**src/rtl/syn_pkg.sv**
```systemverilog
package syn_pkg;
  localparam int DEF_BITS   = 256;
  localparam int DEF_CHECKS = 224;
  localparam int DEF_DEG    = 4;
  localparam int DEF_STEP   = 5;
  localparam int DEF_LLR_W  = 6;
  localparam int DEF_WT_W   = 9;
  localparam int DEF_THR    = 50;

  // code bit covered by tap d of check row
  function automatic int col_of(input int row, input int d, input int n_bits,
                                input int deg, input int step);
    return (row * step + d * (n_bits / deg)) % n_bits;
  endfunction
endpackage

```
**src/rtl/syn_window_ctrl.sv**
```systemverilog
module syn_window_ctrl #(
  parameter int N_BITS = 256,
  parameter int IDX_W  = $clog2(N_BITS)
) (
  input  logic             clk,
  input  logic             rst,
  input  logic             in_valid,
  input  logic             in_start,
  output logic             ready,
  output logic             acc,
  output logic             first,
  output logic             last,
  output logic [IDX_W-1:0] idx
);
  localparam logic [IDX_W-1:0] LAST_IDX = IDX_W'(N_BITS - 1);

  logic             ready_q;
  logic             open_q;
  logic [IDX_W-1:0] idx_q;

  assign ready = ready_q;
  assign acc   = in_valid & ready_q & (in_start | open_q);
  assign first = acc & in_start;
  assign idx   = in_start ? '0 : idx_q;
  assign last  = acc & (idx == LAST_IDX);

  always_ff @(posedge clk) begin
    if (rst) begin
      ready_q <= 1'b0;
      open_q  <= 1'b0;
      idx_q   <= '0;
    end else begin
      ready_q <= 1'b1;
      if (acc) begin
        idx_q  <= idx + 1'b1;
        open_q <= ~last;
      end
    end
  end
endmodule

```
**src/rtl/syn_parity_bank.sv**
```systemverilog
module syn_parity_bank #(
  parameter int N_BITS   = 256,
  parameter int N_CHECKS = 224,
  parameter int DEG      = 4,
  parameter int STEP     = 5,
  parameter int IDX_W    = $clog2(N_BITS)
) (
  input  logic                clk,
  input  logic                rst,
  input  logic                acc,
  input  logic                first,
  input  logic                bit_in,
  input  logic [IDX_W-1:0]    idx,
  output logic [N_CHECKS-1:0] par_next
);
  logic [N_CHECKS-1:0] par_q;

  for (genvar r = 0; r < N_CHECKS; r++) begin : g_row
    logic [DEG-1:0] hit;
    for (genvar d = 0; d < DEG; d++) begin : g_tap
      localparam int COL = syn_pkg::col_of(r, d, N_BITS, DEG, STEP);
      assign hit[d] = (idx == IDX_W'(COL));
    end
    assign par_next[r] = acc ? ((first ? 1'b0 : par_q[r]) ^ (bit_in & (|hit)))
                             : par_q[r];
  end

  always_ff @(posedge clk) begin
    if (rst) par_q <= '0;
    else     par_q <= par_next;
  end
endmodule

```
**src/rtl/syn_popcount.sv**
```systemverilog
module syn_popcount #(
  parameter int W     = 224,
  parameter int OUT_W = 9
) (
  input  logic [W-1:0]     bits,
  output logic [OUT_W-1:0] count
);
  always_comb begin
    count = '0;
    for (int i = 0; i < W; i++) count = count + OUT_W'(bits[i]);
  end
endmodule

```
**src/rtl/syn_screen_top.sv**
```systemverilog
module syn_screen_top #(
  parameter int N_BITS   = syn_pkg::DEF_BITS,
  parameter int N_CHECKS = syn_pkg::DEF_CHECKS,
  parameter int DEG      = syn_pkg::DEF_DEG,
  parameter int STEP     = syn_pkg::DEF_STEP,
  parameter int LLR_W    = syn_pkg::DEF_LLR_W,
  parameter int WT_W     = syn_pkg::DEF_WT_W,
  parameter int THR_RST  = syn_pkg::DEF_THR
) (
  input  logic             clk,
  input  logic             rst,
  input  logic             in_valid,
  output logic             in_ready,
  input  logic             in_start,
  input  logic [LLR_W-1:0] in_llr,
  input  logic             thr_we,
  input  logic [WT_W-1:0]  thr_wdata,
  output logic [WT_W-1:0]  weight,
  output logic             zero_syn,
  output logic             pass,
  output logic             done
);
  localparam int IDX_W = $clog2(N_BITS);

  logic                acc, first, last;
  logic [IDX_W-1:0]    idx;
  logic [N_CHECKS-1:0] par_next;
  logic [WT_W-1:0]     cnt;
  logic [WT_W-1:0]     thr_q;
  logic                hard_bit;

  // sign bit is the hard decision: negative -> 1, zero/positive -> 0
  assign hard_bit = in_llr[LLR_W-1];

  syn_window_ctrl #(.N_BITS(N_BITS), .IDX_W(IDX_W)) u_ctrl (
    .clk(clk), .rst(rst), .in_valid(in_valid), .in_start(in_start),
    .ready(in_ready), .acc(acc), .first(first), .last(last), .idx(idx)
  );

  syn_parity_bank #(.N_BITS(N_BITS), .N_CHECKS(N_CHECKS), .DEG(DEG),
                    .STEP(STEP), .IDX_W(IDX_W)) u_bank (
    .clk(clk), .rst(rst), .acc(acc), .first(first), .bit_in(hard_bit),
    .idx(idx), .par_next(par_next)
  );

  syn_popcount #(.W(N_CHECKS), .OUT_W(WT_W)) u_pop (
    .bits(par_next), .count(cnt)
  );

  always_ff @(posedge clk) begin
    if (rst) begin
      thr_q <= WT_W'(THR_RST);
    end else if (thr_we) begin
      thr_q <= thr_wdata;
    end
  end

  always_ff @(posedge clk) begin
    if (rst) begin
      weight   <= '0;
      zero_syn <= 1'b0;
      pass     <= 1'b0;
      done     <= 1'b0;
    end else begin
      done <= last;
      if (last) begin
        weight   <= cnt;
        zero_syn <= (cnt == '0);
        pass     <= (cnt < thr_q);
      end
    end
  end
endmodule

```
**config.mk**
```make
export PLATFORM = sky130hd
export DESIGN_NAME = syn_screen_top
export DESIGN_NICKNAME = d
export VERILOG_FILES = /design/src/rtl/syn_pkg.sv /design/src/rtl/syn_window_ctrl.sv /design/src/rtl/syn_parity_bank.sv /design/src/rtl/syn_popcount.sv /design/src/rtl/syn_screen_top.sv
export SDC_FILE = /design/constraint.sdc
export NUM_CORES = 1
export LEC_CHECK = 0
export ABC_AREA = 1
export BUFFER_PORTS_ARGS = -buffer_cell sky130_fd_sc_hd__buf_4
export CELL_PAD_IN_SITES_DETAIL_PLACEMENT = 1
export CELL_PAD_IN_SITES_GLOBAL_PLACEMENT = 1
export CORE_MARGIN = 4
export CORE_UTILIZATION = 30
export DETAILED_ROUTE_END_ITERATION = 7
export PLACE_DENSITY = 0.59
export RECOVER_POWER = 25
export SKIP_LAST_GASP = 1
export SYNTH_ARGS = -nofsm -noshare
export SYNTH_HDL_FRONTEND = slang
export SYNTH_SLANG_ARGS = --single-unit
```
**constraint.sdc**
```tcl
create_clock -name clk -period 31.4 [get_ports clk]
set_input_delay 4.71 -clock clk [delete_from_list [all_inputs] [get_ports clk]]
set_output_delay 4.71 -clock clk [all_outputs]
set_load 0.005 [all_outputs]
```
==> results of run 1 <==
## sequential cells by signal (all words and copies together) (netlist names)
| register | flops |
|---|---|
| done | 1 |
| u_bank.par_q | 224 |
| pass | 1 |
| u_ctrl.open_q | 1 |
| u_ctrl.idx_q | 8 |
| u_ctrl.ready | 1 |
| thr_q | 9 |
| weight | 9 |
| zero_syn | 1 |
## per-layer routing
layer | wire [um] | GRT usage | up-vias
li1 | - | - | 5508
met1 | 21760 | 0.2150 | 5719
met2 | 22980 | 0.2780 | 111
met3 | 1168 | 0.01563 | 40
met4 | 813 | 0.03293 | 0
met5 | 0 | 0 | -
## kinds of logic (layout without fill, tap and decap cells)
family                   Yosys count  after routing  synth area share
AND/OR/NAND/NOR                  648            648            0.1538
buffers and inverters            499            527            0.1152
adder cells (fa/ha/maj)          258            258            0.2890
flip-flops                       255            255            0.3071
XOR/XNOR                         225            225            0.1185
AO/OA/AOI/OAI                     50             50           0.01641
## worst paths after layout
check,from,end,slack [ns],depth (start not counted)
worst min register to register,pass,pass,0.45,2
worst max register to register,u_ctrl.ready,pass,20.68,42
worst min-delay path,pass,pass,0.45,2
worst max-delay path,in_start,pass,16.63,43
## worst max-delay path, delay by kind of cell
kind                     cells  cell delay, ns
AND/OR/NAND/NOR             12            0.98
AO/OA/AOI/OAI                1            0.21
adder cells (fa/ha/maj)     15            6.97
XOR/XNOR                     1            0.28
buffers and inverters       14            1.86
## power groups by stage
stage	clock [mW]	combinational, mW	sequential, mW
floorplan	0	0.0194	0.332
global placement	0	0.0298	0.332
detailed placement	0	0.0302	0.332
CTS	0.389	0.0305	0.325
global route	0.402	0.0332	0.325
finish	0.379	0.0291	0.325
## per-stage QoR
| stage | hold WS [ns] | power (mW) | util |
|---|---|---|---|
| 2_1_floorplan | 0.4303 | 0.3517 | - |
| 3_3_place_gp | 0.4450 | 0.3621 | 0.3195 |
| 3_5_place_dp | 0.4459 | 0.3626 | 0.3195 |
| 4_1_cts | 0.4577 | 0.7449 | 0.3386 |
| 5_1_grt | 0.4877 | 0.7601 | 0.3382 |
| 6_report | 0.4499 | 0.7333 | 0.3382 |
## layout by cell type (no fill, tap or decap)
cell type   synthesis  layout
a21oi_1            25      25
a22o_1              5       5
a22oi_1             1       1
a31oi_1             1       1
buf_12              0       1
buf_4               3      15
bufinv_16           0       5
clkbuf_1           34       6
clkbuf_16           0      31
clkbuf_4            0      13
clkbuf_8            0       4
clkinv_2            0       7
clkinv_4            0       1
clkinvlp_4          0       2
dfxtp_1           255     255
fa_1              210     210
ha_1               48      48
inv_1             436     436
inv_2               6       5
inv_6               0       1
nand2_1           344     344
nand2_2            11      11
nand2_4             1       1
nand3_1            17      17
nand3b_1            2       2
nand4_1             3       3
nor2_1            253     254
nor2_2              6       6
nor2_4              2       1
nor3_1              6       6
nor3_2              2       2
o21ai_0            18      18
or2_2               1       1
xnor2_1           157     157
xor2_1             68      68
## final cells by class
cell class	instances	area, um^2
inverter	442	1664
multi-input combinational	1181	9597
clock buffer	38	842.1
timing repair buffer	32	241.5
clock inverter	15	209.0
fill	6503	36390
tap	748	935.9
sequential	255	5105
==> qor.yml, run 1 <==
power_and_ir_drop:
  p_seq_frac: 0.443
  ir_worst_vdd_uv: 41.60
  comb_power_share: 0.040
  power.switching_mw: 0.1715
  p_clk_frac: 0.517
  p_leak_nw: 9.950
  power.density_mw_per_mm2: 39.44
  swShare: 0.2338
  p_int_mw: 0.5618
worst_setup_path:
  path_class: "in2reg"
  end_kind: "flop"
  startpoint_type: "input port"
  required_ns: 31.87
  crit_slowest_cell: "fa_1"
  path_max_fanout: 166
  worst_ep_arrival_time_ns: 15.24
  cpPeakStageDelay_ns: 0.62
  cp_common_cell: "fa_1"
finish:
  fin_cells: 2711
  n_antenna_cell: 0
  syn_to_final_growth_pct: 11.85
  final_area_mm2: 0.01859
  layout-drive-gt1-share: 0.05451
  fin_nets: 2220
routing:
  ant_nets: 0
  wl_per_cell_um: 17.23
  vias_per_cell: 4.197
  drt_first_pass_iters: 5
  vias: 11380
  drtIter0Drc: 493
  route.detailed.drc: 0
  finalWirelength_um: 46720
synth:
  synth_area_leaders: "dfxtp_1 31%, fa_1 25%, inv_1 9.8%"
  avgSynthCellArea_um2: 8.592
  synthTopCellsByCount: "436 x inv_1, 344 x nand2_1, 255 x dfxtp_1, 253 x nor2_1, 210 x fa_1"
  ys_types: 28
  async_flop_share: 0
  synth_fp_nets: 2213
  yosys_warnings: 0
  synth-edff-count: 0
  synth_area_mm2: 0.01662
  ys_ff_latch: 255
  synth_top_area_frac: 0.3071
  synth_ff_type: "dfxtp_1"
  yosys.area.top_type: "dfxtp_1"
  ys_seq_area_frac: 0.3071
  synthCells: 1935
  yosysMostFrequentCell: "inv_1"
cts:
  cts_tree: "built"
  htreeDepth: 1
  clk_path_buf_depth: 3
  cts_setup_buffers: 0
  cts.sink_count: 255
  cts-hold-fix-buffers: 0
  cts_root_buf: "clkbuf_16"
  cts_buffers: 30
  cts_resized: 0
  clkTransAtPathRegs_ns: 0.06
  insertion_delay_ns: 0.58
grt:
  first_global_vias: 12330
  grt_max_degree: 167
  grtUsageTotal: 0.1590
  antenna_found_initial: 0
  overflow: 0
  grt_pass1_wl_um: 72790
timing:
  setup_ws_ns: 16.63
  finalSetupTns_ns: 0
  fmax_mhz: 67.72
  max-slew-margin-rel: -1.707
  rsz0062_at_grt: "no"
  clock_skew_ns: 0.01023
  post-route-min-period_ns: 14.77
  final-hold-violation-count: 0
  worstMarginPinSlew_ns: 4.060
  setup_viol: 0
  finalCritPeriodShare: 0.4703
  slew_violations: 240
die:
  core_mm2: 0.05499
  initial_core_util: 0.3023
  fp.dieArea_mm2: 0.05925
  die_y_um: 243.4
  fp.dieW_um: 243.4
  fp-row-count: 86
  io_pins: 33
placement:
  hpwl_um: 36240
  place_ws_ns: 15.94
  io_buffers: 27
  dp_cells: 2658
  placed_cell_area_mm2: 0.01757
  place_congestion: 0.8585
status:
  status: "finished, violations left"
  violations: "capacitance limit, slew limit"
run:
  maxCapViolCount: 3
worst_hold_path:
  hp-class: "reg2reg"
Note: power is estimated with default switching activity, not from simulation.
==> run 2: changes to the inputs <==
--- a/config.mk
+++ b/config.mk
@@ -5,14 +5,14 @@
 export SDC_FILE = /design/constraint.sdc
 export NUM_CORES = 1
 export LEC_CHECK = 0
-export ABC_AREA = 1
+export ABC_AREA = 0
 export BUFFER_PORTS_ARGS = -buffer_cell sky130_fd_sc_hd__buf_4
 export CELL_PAD_IN_SITES_DETAIL_PLACEMENT = 1
 export CELL_PAD_IN_SITES_GLOBAL_PLACEMENT = 1
 export CORE_MARGIN = 4
 export CORE_UTILIZATION = 30
 export DETAILED_ROUTE_END_ITERATION = 7
-export PLACE_DENSITY = 0.59
+export PLACE_DENSITY = 0.6
 export RECOVER_POWER = 25
 export SKIP_LAST_GASP = 1
 export SYNTH_ARGS = -nofsm -noshare
==> constraint.sdc (replaced) <==
create_clock -name clk -period 12.9 [get_ports clk]
set_input_delay 1.935 -clock clk [delete_from_list [all_inputs] [get_ports clk]]
set_output_delay 1.935 -clock clk [all_outputs]
set_load 0.005 [all_outputs]
==> run 2 against run 1 <==
Effect of this change:
- the run still ends with capacitance limit, slew limit left
- routed wire length is 1.8% lower
- sequential share of layout area is 0.32 points higher
- power is 140% higher
- design area down 1.2%
- hold slack better by 0.0034 ns
- clock skew grew 0.0085 ns
- largest cell class unchanged
==> qor.yml, run 2 <==
worst_setup_path:
  path_class: "in2reg"
  end_kind: "flop"
  cp_common_cell: "fa_1"
  ff2ff_path_depth: 35  # -17%
  required_ns: 13.40  # -18.47 ns
  critPathCapture: "pass"
  startpoint_type: "input port"
  path_max_fanout: 16  # -90%
  crit_slowest_cell: "fa_1"
  r2r_start: "u_ctrl.idx_q[5]"
  worst_ep_arrival_time_ns: 12.46  # -2.78 ns
  timing.rr.end: "pass"
  cp-startpoint: "in_start"
  cpPeakStageDelay_ns: 0.58  # -0.04 ns
  r2r_slack_ns: 2.13  # -18.55 ns
cts:
  clkTransAtPathRegs_ns: 0.06  # about the same
  cts_tree: "built"
  cts_setup_buffers: 0  # unchanged
  cts-hold-fix-buffers: 0  # unchanged
  cts_root_buf: "clkbuf_16"
  htreeDepth: 1  # unchanged
  cts_resized: 0  # unchanged
  clk_path_buf_depth: 3  # unchanged
  cts.sink_count: 255  # unchanged
  cts_buffers: 31  # +3.3%
  insertion_delay_ns: 0.59  # about the same
finish:
  n_antenna_cell: 0  # unchanged
  layout_commonest_cell: "dfxtp_1"
  syn_to_final_growth_pct: 12.45
  top_register: "u_bank.par_q"
  layout-drive-gt1-share: 0.07881  # +0.02430
  fill_cells: 6120  # -5.9%
  fin_cells: 2447  # -9.7%
  largest_reg_flops: 224  # unchanged
  final_area_mm2: 0.01838  # -1.2%
  top_regs: "u_bank.par_q x224, thr_q x9, weight x9"
  fin_nets: 2006  # -9.6%
  final_cell_mix: "255 x dfxtp_1, 252 x nand2_1, 225 x inv_1, 210 x fa_1, 149 x nor2_1"
routing:
  vias_per_cell: 4.452  # +6.1%
  wl_per_cell_um: 18.76  # +8.8%
  vias: 10890  # -4.3%
  route.detailed.drc: 0  # unchanged
  drtIter0Drc: 495  # +0.41%
  ant_nets: 0  # unchanged
  drt_first_pass_iters: 5  # unchanged
  finalWirelength_um: 45900  # -1.8%
power_and_ir_drop:
  comb_power_share: 0.040  # about the same
  power.density_mw_per_mm2: 94.56  # +140%
  p_seq_frac: 0.456  # +0.013
  p_leak_nw: 8.163  # -18%
  finalPower_mw: 1.738  # +140%
  p_int_mw: 1.326  # +140%
  p_clk_frac: 0.504  # -0.013
  power.switching_mw: 0.4125  # +140%
  ir_worst_vdd_uv: 115.3  # +180%
  swShare: 0.2373  # +0.003483
synth:
  synthTopCellsByCount: "255 x dfxtp_1, 252 x nand2_1, 226 x inv_1, 210 x fa_1, 149 x nor2_1"
  async_flop_share: 0  # unchanged
  yosys.area.top_type: "dfxtp_1"
  yosysMostFrequentCell: "dfxtp_1"
  ys_types: 52  # +86%
  synth_top_area_frac: 0.3123  # +0.005265
  ys_ff_latch: 255  # unchanged
  synthCells: 1715  # -11%
  synth_ff_type: "dfxtp_1"
  synth-edff-count: 0  # unchanged
  synth_area_leaders: "dfxtp_1 31%, fa_1 26%, xor2_1 6.4%"
  synth_area_mm2: 0.01634  # -1.7%
  ys_seq_area_frac: 0.3123  # +0.005265
  yosys_warnings: 0  # unchanged
  avgSynthCellArea_um2: 9.530  # +11%
  synth_fp_nets: 1993  # -9.9%
grt:
  grt_pass1_wl_um: 72190  # -0.82%
  overflow: 0  # unchanged
  antenna_found_initial: 0  # unchanged
  grtUsageTotal: 0.1624  # +0.003368
  first_global_vias: 12070  # -2.1%
  grt_max_degree: 113  # -32%
timing:
  hold_ws_ns: 0.4533  # +0.003354 ns
  post-route-min-period_ns: 11.97
  clock_skew_ns: 0.01873  # +0.008507 ns
  worstMarginPinSlew_ns: 4.858  # +0.7973 ns
  fmax_mhz: 83.57
  slew_violations: 261  # +8.8%
  max-slew-margin-rel: -2.238  # -0.5316
  finalSetupTns_ns: 0  # unchanged
  setup_viol: 0  # unchanged
  final-hold-violation-count: 0  # unchanged
  rsz0062_at_grt: "no"
  finalCritPeriodShare: 0.9276
placement:
  place_congestion: 0.8665  # +0.93%
  io_buffers: 27  # unchanged
  dp_cells: 2391  # -10%
  placed_cell_area_mm2: 0.01738  # -1.1%
  hpwl_um: 35280  # -2.7%
die:
  initial_core_util: 0.3031  # +0.0007727
  fp.dieArea_mm2: 0.05828  # -1.6%
  fp.dieW_um: 241.4  # -0.82%
  core_mm2: 0.05392  # -1.9%
  io_pins: 33  # unchanged
  fp-row-count: 85  # -1.2%
  die_y_um: 241.4  # -0.82%
status:
  violations: "capacitance limit, slew limit"
  status: "finished, violations left"
run:
  maxCapViolCount: 3  # unchanged
worst_hold_path:
  hp-class: "reg2reg"
[run 2: cell types whose count changed after synthesis, moves of 47 or more]
cell and change:
inv_1 -210, and2_1 +108, nor2_1 -104, nand2_1 -92, xor2_1 +52, xnor2_1 -47
[run 2: cells by family (layout without fill, tap and decap cells)]
family          count (synthesis)  after routing  synth area share
compound gates                 46             46           0.01845
mux                             6              6          0.003675
flops                         255            255            0.3123
xor+xnor                      231            231            0.1242
fa+ha+maj                     258            258            0.2940
simple gates                  608            608            0.1735
buf+inv                       311            347           0.07380
[run 2: metal layers]
layer,GRT usage,vias to the layer above,share of wire
met5,0,-,0
met4,0.03425,0,0.018
met3,0.01446,48,0.029
met2,0.2775,120,0.48
met1,0.2263,5614,0.47
li1,-,5112,-
[run 2: cell type report]
cell class,count,area [um^2],area share
clock buffer,46,932.1,0.05072
clock inverter,10,78.83,0.004289
inverter,226,848.3,0.04616
multi-input combinational,1149,10050,0.5466
sequential,255,5105,0.2778
tap,696,870.8,0.04738
timing repair buffer,65,498.0,0.02710
[run 2: stage by stage]
| stage | setup slack, ns | util |
|---|---|---|
| after global placement | 0.5053 | 0.3224 |
| after global routing | 0.3705 | 0.3409 |
| after detailed placement | 0.3029 | 0.3224 |
| final | 0.9334 | 0.3409 |
| after floorplan | 1.216 | - |
| after CTS | 0.8972 | 0.3411 |
[run 2: power by group through the flow]
stage                     clock [mW]  combinational, mW  sequential [mW]
after floorplan                    0             0.0441            0.809
after global placement             0             0.0703            0.809
after detailed placement           0             0.0711            0.810
after CTS                      0.902             0.0716            0.792
after global routing           0.938             0.0781            0.792
final                          0.876             0.0699            0.792
[run 2: worst max-delay path, delay by kind of cell]
family | cells | cell delay [ns]
compound gates | 5 | 1.00
xor+xnor | 1 | 0.19
fa+ha+maj | 16 | 7.46
buf+inv | 9 | 0.73
simple gates | 5 | 1.15
[run 2: worst min path at each step]
stage / start / end / slack [ns] / cells after the start
floorplan: weight[4] / weight[4] / 0.45 / 2
global placement: weight[4] / weight[4] / 0.44 / 2
detailed placement: weight[3] / weight[3] / 0.45 / 2
CTS: weight[3] / weight[3] / 0.46 / 2
global route: weight[2] / weight[2] / 0.48 / 2
finish: weight[3] / weight[3] / 0.45 / 2
==> run 3: changes to the inputs <==
--- a/config.mk
+++ b/config.mk
@@ -7,12 +7,13 @@
 export LEC_CHECK = 0
 export ABC_AREA = 0
 export BUFFER_PORTS_ARGS = -buffer_cell sky130_fd_sc_hd__buf_4
+export CAP_MARGIN = 30
 export CELL_PAD_IN_SITES_DETAIL_PLACEMENT = 1
 export CELL_PAD_IN_SITES_GLOBAL_PLACEMENT = 1
 export CORE_MARGIN = 4
-export CORE_UTILIZATION = 30
+export CORE_UTILIZATION = 35
 export DETAILED_ROUTE_END_ITERATION = 7
-export PLACE_DENSITY = 0.6
+export PLACE_DENSITY = 0.67
 export RECOVER_POWER = 25
 export SKIP_LAST_GASP = 1
 export SYNTH_ARGS = -nofsm -noshare
==> run 3 against run 2 <==
Effect of this change:
- the run still ends with capacitance limit, slew limit left
- clock skew is 0.0071 ns lower
- highest routed layer unchanged
- clock-buffer cell count is 2 lower
- design area is 0.11% lower
- first-iteration DRC count is 9.5% lower
- hold slack worse by 0.0012 ns
- die area is 14% lower
- worst setup slack better by 0.061 ns
- maximum frequency is 0.51% higher
- flip-flop and latch count stayed put
==> qor.yml, run 3 (synthesis results as in run 2) <==
finish:
  top_regs: "u_bank.par_q x224, thr_q x9, weight x9"
  layout_commonest_cell: "dfxtp_1"
  fin_cells: 2350  # -4.0%
  top_register: "u_bank.par_q"
  final_area_mm2: 0.01836  # -0.11%
  fill_cells: 5148  # -16%
  layout-drive-gt1-share: 0.07829  # -0.0005264
  final_cell_mix: "255 x dfxtp_1, 252 x nand2_1, 226 x inv_1, 210 x fa_1, 149 x nor2_1"
  largest_reg_flops: 224  # unchanged
  final_core_util: 0.4011  # +0.06025
  n_antenna_cell: 0  # unchanged
  fin_nets: 2004  # -0.10%
  syn_to_final_growth_pct: 12.33
power_and_ir_drop:
  power.switching_mw: 0.4057  # -1.6%
  p_seq_frac: 0.434  # -0.022
  ir_worst_vdd_uv: 100.8  # -13%
  swShare: 0.2223  # -0.01504
  comb_power_share: 0.039  # about the same
  power.density_mw_per_mm2: 99.42  # +5.1%
  p_leak_nw: 8.218  # +0.68%
  p_clk_frac: 0.527  # +0.023
  finalPower_mw: 1.825  # +5.0%
  p_int_mw: 1.419  # +7.1%
timing:
  max-slew-margin-rel: -1.665  # +0.5736
  final-hold-violation-count: 0  # unchanged
  hold_ws_ns: 0.4521  # -0.001195 ns
  setup_viol: 0  # unchanged
  rsz0062_at_grt: "no"
  setup_ws_ns: 0.9945  # +0.06108 ns
  finalSetupTns_ns: 0  # unchanged
  slew_violations: 252  # -3.4%
  post-route-min-period_ns: 11.91  # -0.06108 ns
  clock_skew_ns: 0.01158  # -0.007149 ns
  finalCritPeriodShare: 0.9229  # -0.004735
  fmax_mhz: 83.99  # +0.51%
  worstMarginPinSlew_ns: 3.997  # -0.8603 ns
worst_setup_path:
  path_class: "in2reg"
  startpoint_type: "input port"
  cp_top_family: "adder cells"
  cp_common_cell: "fa_1"
  worst_ep_arrival_time_ns: 12.39  # -0.07 ns
  end_kind: "flop"
  path_max_fanout: 16  # unchanged
  r2r_start: "u_ctrl.idx_q[2]"
  cp-startpoint: "in_start"
  required_ns: 13.38  # -0.02 ns
  crit_slowest_cell: "fa_1"
  cpPeakStageDelay_ns: 0.56  # -0.02 ns
  path_buf_inv: 9  # unchanged
routing:
  route.detailed.drc: 0  # unchanged
  drtIter0Drc: 448  # -9.5%
  vias_per_cell: 4.685  # +5.2%
  finalWirelength_um: 44770  # -2.4%
  vias: 11010  # +1.1%
  wl_per_cell_um: 19.05  # +1.6%
  ant_nets: 0  # unchanged
  drt_first_pass_iters: 4  # -1
cts:
  cts_resized: 0  # unchanged
  cts_tree: "built"
  clk_path_buf_depth: 3  # unchanged
  cts-hold-fix-buffers: 0  # unchanged
  htreeDepth: 1  # unchanged
  cts_buffers: 31  # unchanged
  cts_root_buf: "clkbuf_16"
  cts_setup_buffers: 0  # unchanged
  clkTransAtPathRegs_ns: 0.06  # about the same
  insertion_delay_ns: 0.57  # -0.02 ns
  cts.sink_count: 255  # unchanged
grt:
  grt_pass1_wl_um: 71010  # -1.6%
  first_global_vias: 12320  # +2.1%
  overflow: 0  # unchanged
  grt_max_degree: 104  # -8.0%
  antenna_found_initial: 0  # unchanged
  grtUsageTotal: 0.1819  # +0.01946
die:
  initial_core_util: 0.3571  # +0.05397
  fp-row-count: 78  # -8.2%
  fp.dieArea_mm2: 0.05022  # -14%
  fp.dieW_um: 224.1  # -7.2%
  io_pins: 33  # unchanged
  core_mm2: 0.04577  # -15%
  die_y_um: 224.1  # -7.2%
placement:
  io_buffers: 27  # unchanged
  dp_cells: 2293  # -4.1%
  hpwl_um: 34490  # -2.2%
  place_congestion: 0.8782  # +1.4%
  place_ws_ns: 0.2843  # -0.01859 ns
  placed_cell_area_mm2: 0.01725  # -0.78%
worst_hold_path:
  hold_start: "weight[6]"
  hp-class: "reg2reg"
run:
  maxCapViolCount: 3  # unchanged
status:
  violations: "capacitance limit, slew limit"
  status: "finished, violations left"
## run 3: path summary, 6_finish.rpt
path,depth (start not counted),to,slack (ns)
worst min register to register,2,weight[6],0.45
worst min-delay path,2,weight[6],0.45
worst max register to register,33,pass,2.05
worst max-delay path,36,pass,0.99
## run 3: power by group through the flow
stage / registers [mW] / clock network, mW / logic, mW
2_1_floorplan: 0.809 / 0 / 0.0441
3_3_place_gp: 0.809 / 0 / 0.0702
3_5_place_dp: 0.810 / 0 / 0.0722
4_1_cts: 0.792 / 0.989 / 0.0725
5_1_grt: 0.792 / 1.02 / 0.0790
6_report: 0.792 / 0.962 / 0.0704
## run 3: final cells by class
type,count,area (um^2),area share
Clock buffer,44,914.6,0.04982
Clock inverter,13,215.2,0.01172
Inverter,226,848.3,0.04621
Multi-Input combinational cell,1149,10050,0.5472
Sequential cell,255,5105,0.2781
Tap cell,600,750.7,0.04089
Timing Repair Buffer,63,479.2,0.02610
## run 3: tightest hold or removal path, delay by kind of cell (launching register included)
family	cells	cell delay [ns]
flip-flops	1	0.30
AND/OR/NAND/NOR	1	0.05
AO/OA/AOI/OAI	1	0.05
## run 3: per-layer routing
layer / track usage / wire, um / part of all wire / up-vias
met5: 0 / 0 / 0 / -
met3: 0.02306 / 1836 / 0.041 / 62
li1: - / - / - / 5112
met1: 0.2435 / 19960 / 0.45 / 5668
met2: 0.3091 / 21580 / 0.48 / 167
met4: 0.05528 / 1396 / 0.031 / 0
